**src/rtl/saf_pkg.sv**
```systemverilog
package saf_pkg;
  localparam int NODES  = 8;
  localparam int IN_W   = 4;
  localparam int OUT_W  = 2;
  localparam int FAULTS = 2 * NODES;
  localparam int FW     = $clog2(FAULTS);
  localparam int NW     = $clog2(NODES);
  localparam int CNT_W  = $clog2(FAULTS + 1);
endpackage

```
**src/rtl/saf_cut.sv**
```systemverilog
module saf_cut
  import saf_pkg::*;
(
  input  logic [IN_W-1:0]  x,
  input  logic             f_en,
  input  logic [NW-1:0]    f_node,
  input  logic             f_val,
  output logic [OUT_W-1:0] y
);
  logic na, nb, nc, nd, n_and, n_or, n_xor, n_nand;

  function automatic logic frc(input logic v, input int idx, input logic en,
                               input logic [NW-1:0] sel, input logic fv);
    return (en && (sel == NW'(idx))) ? fv : v;
  endfunction

  always_comb begin
    na     = frc(x[0], 0, f_en, f_node, f_val);
    nb     = frc(x[1], 1, f_en, f_node, f_val);
    nc     = frc(x[2], 2, f_en, f_node, f_val);
    nd     = frc(x[3], 3, f_en, f_node, f_val);
    n_and  = frc(na & nb, 4, f_en, f_node, f_val);
    n_or   = frc(nc | nd, 5, f_en, f_node, f_val);
    n_xor  = frc(n_and ^ n_or, 6, f_en, f_node, f_val);
    n_nand = frc(~(nb & nc), 7, f_en, f_node, f_val);
    y      = {n_nand & nd, n_xor};
  end
endmodule

```
**src/rtl/saf_vec_store.sv**
```systemverilog
module saf_vec_store
  import saf_pkg::*;
#(
  parameter int DEPTH = 8,
  localparam int AW = (DEPTH > 1) ? $clog2(DEPTH) : 1,
  localparam int CW = $clog2(DEPTH + 1)
) (
  input  logic            clk,
  input  logic            rst_n,
  input  logic            load_en,
  input  logic            clr,
  input  logic            in_valid,
  output logic            in_ready,
  input  logic [IN_W-1:0] in_data,
  input  logic [AW-1:0]   rd_idx,
  output logic [IN_W-1:0] rd_data,
  output logic [CW-1:0]   count
);
  logic [IN_W-1:0] mem [DEPTH];

  assign in_ready = load_en && (count < CW'(DEPTH));
  assign rd_data  = mem[rd_idx];

  always_ff @(posedge clk) begin
    if (!rst_n) begin
      count <= '0;
    end else if (clr) begin
      count <= '0;
    end else if (in_valid && in_ready) begin
      mem[count[AW-1:0]] <= in_data;
      count <= count + CW'(1);
    end
  end

  a_r2_no_overfill: assert property (@(posedge clk) disable iff (!rst_n)
    count <= CW'(DEPTH));
  a_r2_hold_while_run: assert property (@(posedge clk) disable iff (!rst_n)
    (!load_en && !clr) |=> $stable(count));
endmodule

```
**src/rtl/saf_seq.sv**
```systemverilog
module saf_seq
  import saf_pkg::*;
#(
  parameter int AW = 3,
  parameter int CW = 4
) (
  input  logic             clk,
  input  logic             rst_n,
  input  logic             start,
  input  logic [CW-1:0]    vec_cnt,
  input  logic             miss,
  output logic [AW-1:0]    vidx,
  output logic             f_en,
  output logic [NW-1:0]    f_node,
  output logic             f_val,
  output logic             clr,
  output logic             busy,
  output logic             done,
  output logic [CNT_W-1:0] det,
  output logic [CNT_W-1:0] tot
);
  logic [FW-1:0] fidx;
  logic hit, eval_end, last_f;

  always_comb begin
    hit      = miss && (vec_cnt != '0);
    eval_end = busy && (hit || (vec_cnt == '0) || ((CW'(vidx) + CW'(1)) == vec_cnt));
    last_f   = (fidx == FW'(FAULTS - 1));
    clr      = eval_end && last_f;
  end

  assign f_en   = busy;
  assign f_node = fidx[FW-1:1];
  assign f_val  = fidx[0];

  always_ff @(posedge clk) begin
    if (!rst_n) begin
      busy <= 1'b0;
      done <= 1'b0;
      fidx <= '0;
      vidx <= '0;
      det  <= '0;
      tot  <= '0;
    end else begin
      done <= 1'b0;
      if (!busy) begin
        if (start) begin
          busy <= 1'b1;
          fidx <= '0;
          vidx <= '0;
          det  <= '0;
          tot  <= '0;
        end
      end else if (eval_end) begin
        vidx <= '0;
        tot  <= tot + CNT_W'(1);
        if (hit) det <= det + CNT_W'(1);
        if (last_f) begin
          busy <= 1'b0;
          done <= 1'b1;
        end else begin
          fidx <= fidx + FW'(1);
        end
      end else begin
        vidx <= vidx + AW'(1);
      end
    end
  end

  a_r8_done_pulse: assert property (@(posedge clk) disable iff (!rst_n)
    done |=> !done);
  a_r8_hold_idle: assert property (@(posedge clk) disable iff (!rst_n)
    (!busy && !start) |=> ($stable(det) && $stable(tot)));
  a_r7_total_at_done: assert property (@(posedge clk) disable iff (!rst_n)
    done |-> (tot == CNT_W'(FAULTS)));
  a_r7_det_bounded: assert property (@(posedge clk) disable iff (!rst_n)
    det <= tot);
  a_r6_fault_stays: assert property (@(posedge clk) disable iff (!rst_n)
    (busy && !eval_end) |=> $stable(fidx));
  a_r9_busy_kept: assert property (@(posedge clk) disable iff (!rst_n)
    (busy && !clr) |=> busy);
endmodule

```
**src/rtl/saf_cov_harness.sv**
```systemverilog
module saf_cov_harness
  import saf_pkg::*;
#(
  parameter int VEC_DEPTH = 8,
  localparam int AW = (VEC_DEPTH > 1) ? $clog2(VEC_DEPTH) : 1,
  localparam int CW = $clog2(VEC_DEPTH + 1)
) (
  input  logic             clk,
  input  logic             rst_n,
  input  logic             start,
  input  logic             vec_valid,
  output logic             vec_ready,
  input  logic [IN_W-1:0]  vec_data,
  output logic             busy,
  output logic             done,
  output logic [CNT_W-1:0] det_count,
  output logic [CNT_W-1:0] tot_count
);
  logic [AW-1:0]    vidx;
  logic [IN_W-1:0]  cur_vec;
  logic [CW-1:0]    vec_cnt;
  logic             f_en, f_val, clr, miss;
  logic [NW-1:0]    f_node;
  logic [OUT_W-1:0] y_ref, y_flt;

  saf_vec_store #(.DEPTH(VEC_DEPTH)) u_store (
    .clk(clk), .rst_n(rst_n), .load_en(!busy), .clr(clr),
    .in_valid(vec_valid), .in_ready(vec_ready), .in_data(vec_data),
    .rd_idx(vidx), .rd_data(cur_vec), .count(vec_cnt)
  );

  saf_cut u_ref (
    .x(cur_vec), .f_en(1'b0), .f_node('0), .f_val(1'b0), .y(y_ref)
  );

  saf_cut u_flt (
    .x(cur_vec), .f_en(f_en), .f_node(f_node), .f_val(f_val), .y(y_flt)
  );

  assign miss = |(y_ref ^ y_flt);

  saf_seq #(.AW(AW), .CW(CW)) u_seq (
    .clk(clk), .rst_n(rst_n), .start(start), .vec_cnt(vec_cnt), .miss(miss),
    .vidx(vidx), .f_en(f_en), .f_node(f_node), .f_val(f_val), .clr(clr),
    .busy(busy), .done(done), .det(det_count), .tot(tot_count)
  );

  a_r4_idle_match: assert property (@(posedge clk) disable iff (!rst_n)
    !busy |-> (y_ref == y_flt));
  a_r2_ready_low_busy: assert property (@(posedge clk) disable iff (!rst_n)
    busy |-> !vec_ready);
endmodule

```
**config.mk**
```make
export PLATFORM = sky130hd
export DESIGN_NAME = saf_cov_harness
export DESIGN_NICKNAME = d
export VERILOG_FILES = /design/src/rtl/saf_pkg.sv /design/src/rtl/saf_cut.sv /design/src/rtl/saf_vec_store.sv /design/src/rtl/saf_seq.sv /design/src/rtl/saf_cov_harness.sv
export SDC_FILE = /design/constraint.sdc
export NUM_CORES = 1
export LEC_CHECK = 0
export ABC_AREA = 1
export BUFFER_PORTS_ARGS = -buffer_cell sky130_fd_sc_hd__buf_2
export CAP_MARGIN = 20
export CELL_PAD_IN_SITES_DETAIL_PLACEMENT = 2
export CELL_PAD_IN_SITES_GLOBAL_PLACEMENT = 2
export CORE_UTILIZATION = 35
export DETAILED_ROUTE_END_ITERATION = 8
export PLACE_DENSITY_LB_ADDON = 0.1
export SLEW_MARGIN = 40
export SYNTH_ARGS = -nofsm -noshare
export SYNTH_HDL_FRONTEND = slang
export SYNTH_HIERARCHICAL = 1
export SYNTH_SLANG_ARGS = --single-unit
```
**constraint.sdc**
```tcl
create_clock -name clk -period 4.1 [get_ports clk]
set_input_delay 0.205 -clock clk [delete_from_list [all_inputs] [get_ports clk]]
set_output_delay 0.205 -clock clk [all_outputs]
set_load 0.005 [all_outputs]
```
# Word level (Yosys, flattened, before mapping)
# Memories as Yosys holds them, arrays and structs flattened. A register that Yosys moved wholly into a read port is not among the register bits.
# Index checks and enable logic that the tools add are counted.
# totals
register_bits,23
mem_bits_rw,32
inputBits,8
out_inout_bits,13
elab_cells,99
n_memories,1
# memory_table
name,depth,word_bits,rd,rd_clocked_by_memory_dff,wr,line,text
u_store.mem,8,4,1,1,1,saf_vec_store.sv:19,logic [IN_W-1:0] mem [DEPTH];
# classes
add_sub_neg,6
magnitude_cmp,1
n_eq_ne,12
mux,32
n_bitwise,14
reduce_logical,26
# op_table
cell,n
5-bit two-way mux,6
1-bit two-way mux,17
4-bit two-way mux,4
3-bit two-way mux,5
1-bit logical AND,13
3-bit equality test (second input constant),4
5-bit by 1-bit adder with 5-bit output (second input constant),2
3-bit AND reduction,3
4-bit by 1-bit adder with 4-bit output (second input constant),2
1-bit bitwise AND,6
3-bit by 2-bit equality test with 1-bit output (second input constant),2
2-bit != test (second input constant),3
3-bit by 1-bit adder with 4-bit output (second input constant),1
4-bit equality test,1
4-bit equality test (second input constant),1
4-bit zero test,1
4-bit less-than comparator (second input constant),1
4-bit nonzero test,1
2-bit OR reduction,2
3-bit by 1-bit adder with 3-bit output (second input constant),1
3-bit by 1-bit equality test with 1-bit output (second input constant),1
3-bit zero test,1
1-bit NOT,3
1-bit logical OR,2
6 further kinds,8

# Longest topological paths before layout
# depth
depth_word,17
depth_mapped,29
ltp_nobuf,26

# Cells and area by module
# Netlist, hierarchy kept.
# by_module_without_submodules
module,instances,cells_per_inst,area_per_inst_um2,seq_area_each_um2
saf_vec_store,1,183,1670.4,1041.0
saf_seq,1,162,1129.8,380.4
saf_cut,2,55,242.7,0.0
saf_cov_harness,1,9,38.8,0.0

# Worst setup path after synthesis
# OpenSTA, ideal clock, no wires.
# synth_timing
path_type,register -> register
startpoint,register u_seq.vidx[0]
endpoint,memory u_store.mem[6][0] (enable)
setup_ps,329
arrival_time_ps,2810
required_ps,3771
path_slack_ps,961
stages_incl_launch_ff,27
path_buffers,3
period_less_slack_ps,3139
path_cell_list,dfxtp_1 > buf_6 > buf_4 > nand2_1 > nand3_1 > nand2_1 > nand2_1 > nand2_1 > o21bai_1 > nand2_1 > nand3_1 > nand2_1 > nand2_1 > nand3_1 > nand2_1 > buf_4 > inv_1 > nand2_1 > nand2_1 > nand2_1 > and2b_1 > nand2_4 > nand3_1 > inv_1 > nor2_4 > nand3_1 > nor2_1
# synth_between
elab_chain_cells,8
# synth_lines
element,line,text
"start, declared",saf_seq.sv:12,"output logic [AW-1:0] vidx,"
"start signal, assigned",saf_seq.sv:65,vidx <= vidx + AW'(1);
3-bit by 1-bit adder with 4-bit output,saf_seq.sv:27,eval_end = busy && (hit || (vec_cnt == '0) || ((CW'(vidx) + CW'(1)) == vec_cnt));
4-bit equality test,saf_seq.sv:27,
1-bit logical OR,saf_seq.sv:27,
1-bit logical AND,saf_seq.sv:27,
1-bit logical AND,saf_seq.sv:29,clr = eval_end && last_f;
via clr,saf_cov_harness.sv:22,"logic f_en, f_val, clr, miss;"
1-bit two-way mux,saf_vec_store.sv:27,end else if (clr) begin
1-bit two-way mux,saf_vec_store.sv:25,if (!rst_n) begin
1-bit two-way mux (not written as such),saf_vec_store.sv:30,mem[count[AW-1:0]] <= in_data;
"end, declared",saf_vec_store.sv:19,
# The timed path passes the listed nets, and every way through them passes these cells.

# Worst setup path in the final report
# Same ends and word-level chain as after synthesis.

==> flow_metrics.py <==
metrics = {
    "cts": {
        "cts_buffers": 5,
        "tritoncts": "yes",
        "clockRootBuffer": "clkbuf_8",
        "clock_sinks": 55,
        "clkLatencyLatePin_ps": 320,
        "clk_pin_slew_worst_paths_ps": 110,
        "clockBufferDepth": 2,
        "h-tree-depth": 2,
        "cts_setup_buffers": 0,
    },
    "floorplan": {
        "die_w_um": 99.5,
        "io_pins": 21,
        "die-height_um": 99.5,
        "core_area_um2": 9240,
        "start_util_pct": 36.0,
        "num_rows": 35,
        "die-area_um2": 9890,
    },
    "route": {
        "first_iter_violations": 89,
        "antenna_left": 0,
        "drt-vias-per-instance": 4.76,
        "vias": 3058,
        "routedWlPerCell_um": 16.1,
        "post-route-drc-count": 0,
        "firstDrtPassIters": 4,
        "wirelength_um": 10300,
    },
    "global_routing": {
        "grt_use_total_pct": 22.5,
        "grt_start_max_net_pins": 18,
        "antenna_found_initial": 0,
        "grt_pass1_wl_um": 16900,
        "grt_pass1_vias": 3350,
        "grt-ovfl-total": 0,
    },
    "yosys": {
        "ys_warn_count": 6,
        "synth_commonest_cells": "153 x nand2_1, 65 x inv_1, 43 x nand3_1",
        "synth.largest_area_cell": "edfxtp_1",
        "ys_types": 35,
        "synth.top_cell.area_share_pct": 28.9,
        "synth_cells": 464,
        "synth_area_um2": 3320,
        "ys_seq_area_share_pct": 42.8,
        "postSynthAreaPerCell_um2": 7.16,
        "synth_edf_count": 32,
        "synthFlopType": "edfxtp_1",
        "synth_most_common_cell": "nand2_1",
        "synth.area.top_cells": "edfxtp_1 29%, nand2_1 17%, dfxtp_1 14%, inv_1 7.3%, nand3_1 6.5%",
        "synth-seq-cells": 55,
        "postSynth.asyncResetShare_pct": 0,
    },
    "finish": {
        "fillers": 1155,
        "nNetsFinal": 525,
        "area_delta_synth_final_pct": 12.5,
        "multi_input_area_um2": 1610,
        "diodes": 0,
        "seq_area_um2": 1420,
        "drive_above_1_share_pct": 15.4,
    },
    "power_and_ir_drop": {
        "peakVddDrop_v": 0.000147,
        "power_frac_clock_pct": 28.0,
        "p_seq_share_pct": 55.0,
        "p_comb_share_pct": 17.0,
        "power.internal_mw": 0.776,
        "power_leakage_nw": 1.73,
        "swShare_pct": 30.6,
        "switching_power_mw": 0.343,
        "p_per_area_nw_per_um2": 299,
        "fin_total_pwr_mw": 1.12,
    },
    "timing": {
        "fin_crit_sh_pct": 94.2,
        "fin_setup_tns_ps": 0,
        "min_period_ps": 3860,
        "hold_viol_final": 0,
        "finalMaxSlewViolations": 0,
        "fin_skew_ps": 12.3,
        "fmax_ghz": 0.259,
        "setup_viol": 0,
        "rsz0062_at_grt": "yes",
    },
    "placed_design": {
        "numPortBuffers": 20,
        "dp_hpwl_um": 8160,
        "gp_congestion": 0.830,
    },
    "critical_path": {
        "worstPathMaxFanout": 8,
        "start_kind": "flip-flop",
        "rr_worst_depth": 24,
        "timing.rr.start": "u_seq/vidx[0]$_SDFFE_PN0P_",
        "worstPathArrival_ps": 3830,
        "crit_path_end_kind": "flip-flop",
        "setup.worst_path.class": "flip-flop to flip-flop",
        "required_ps": 4070,
        "rrSetupSlack_ps": 240,
        "timing.rr.end": "u_store/mem[6][0]$_DFFE_PP_",
    },
    "hold_path": {
        "hold_end": "u_store/mem[3][2]$_DFFE_PP_",
        "hp-start": "vec_data[2]",
        "hold_class": "input pin to flip-flop",
        "holdPathStages": 1,
    },
    "run_status": {
        "status": "finished, final reports clean",
    },
    "flow_run": {
        "drv_cap": 0,
    },
}
-- registers in the layout (all words and copies together) (netlist names) --
register / count
u_store/mem: 32
u_seq/vidx: 3
u_seq/busy: 1
u_seq/det: 5
u_seq/fidx: 4
u_store/count: 4
u_seq/done: 1
u_seq/tot: 5
-- per-stage QoR --
stage	cells	hold WS [ps]	worst slack [ps]	utilization (%)	cell area [µm²]
2_1_floorplan	489	304	961	-	3420
3_3_place_gp	634	472	574	39.5	3650
3_5_place_dp	634	494	309	39.5	3650
4_1_cts	642	212	265	40.4	3730
5_1_grt	642	220	-71.1	40.5	3740
6_report	642	205	239	40.5	3740
-- layout by cell type (no fill, tap or decap), types with 5 or more instances in the layout --
| cell | synthesis | routed |
|---|---|---|
| nor2_1 | 39 | 36 |
| nor2_2 | 3 | 6 |
| o21ai_0 | 6 | 6 |
| nand4_1 | 8 | 8 |
| buf_2 | 2 | 20 |
| inv_2 | 19 | 19 |
| conb_1 | 1 | 26 |
| nand2_1 | 153 | 153 |
| ha_1 | 5 | 5 |
| clkbuf_8 | 0 | 5 |
| nand3_1 | 43 | 43 |
| edfxtp_1 | 32 | 32 |
| a21oi_1 | 14 | 14 |
| dfxtp_1 | 23 | 22 |
| o21ai_1 | 5 | 5 |
| inv_1 | 65 | 65 |
| nand2_2 | 6 | 6 |
| buf_4 | 5 | 5 |
-- per-layer routing --
metal	track usage, %	vias up	routed length, µm
met4	6.22	0	112
li1	-	1521	-
met1	27.0	1504	4680
met3	2.18	5	147
met2	42.4	28	5370
met5	0	-	0
-- timing repair --
action	4_1_cts	5_1_grt
setup endpoints to repair	0	24
hold buffers	0	0
gates resized for setup	0	4
-- worst max path at each step --
stage,end,slack (ps),from,cells after the start
CTS,u_store/mem[6][0]$_DFFE_PP_,270,u_seq/vidx[0]$_SDFFE_PN0P_,24
global route,u_store/mem[7][1]$_DFFE_PP_,-70,u_seq/vidx[0]$_SDFFE_PN0P_,26
finish,u_store/mem[6][0]$_DFFE_PP_,240,u_seq/vidx[0]$_SDFFE_PN0P_,24
floorplan,u_store/mem[6][0]$_DFFE_PP_,960,u_seq/vidx[0]$_SDFFE_PN0P_,26
detailed placement,u_store/mem[6][0]$_DFFE_PP_,310,u_seq/vidx[0]$_SDFFE_PN0P_,24
global placement,u_store/mem[7][1]$_DFFE_PP_,570,u_seq/vidx[0]$_SDFFE_PN0P_,24
-- cell type report --
type / count / share of cell area, %
well taps: 129 / 4.31
clock buffers: 6 / 1.94
flip-flops and latches: 55 / 38.0
clock inverters: 2 / 0.334
multi-input cells: 338 / 42.9
inverters: 87 / 8.80
repair buffers: 25 / 3.68
-- power groups by stage --
stage	Sequential, mW	Clock, mW	Combinational, mW
floorplan	0.622	0	0.139
global placement	0.628	0	0.178
detailed placement	0.628	0	0.188
finish	0.615	0.313	0.191
global route	0.618	0.334	0.219
CTS	0.616	0.319	0.191
-- worst max-delay path, cell delays in order, from the launching register on --
cell and delay, ps:
dfxtp_1 520, buf_4 230, nand2_1 70, nand3_1 120, nand2_1 70, nand2_1 50, nand2_1 80, o21bai_1 160
nand2_1 110, nand3_1 80, nand2_1 60, nand2_1 60, nand3_1 90, nand2_1 90, inv_1 70, nand2_1 50
nand2_1 50, nand2_1 90, and2b_1 310, nand2_4 110, nand3_1 130, inv_1 90, nor2_4 200, nand3_1 170
nor2_1 430
-- kinds of logic (layout without fill, tap and decap cells) --
logic type / after synthesis / after routing / synth area share (%)
adder cells (fa/ha/maj): 5 / 5 / 1.88
XOR/XNOR: 4 / 4 / 1.05
AND/OR/NAND/NOR: 272 / 272 / 37.0
buffers and inverters: 96 / 120 / 12.0
flip-flops: 55 / 55 / 42.8
AO/OA/AOI/OAI: 31 / 31 / 5.19
other: 1 / 26 / 0.113
Power figures use the tool's default switching activity.
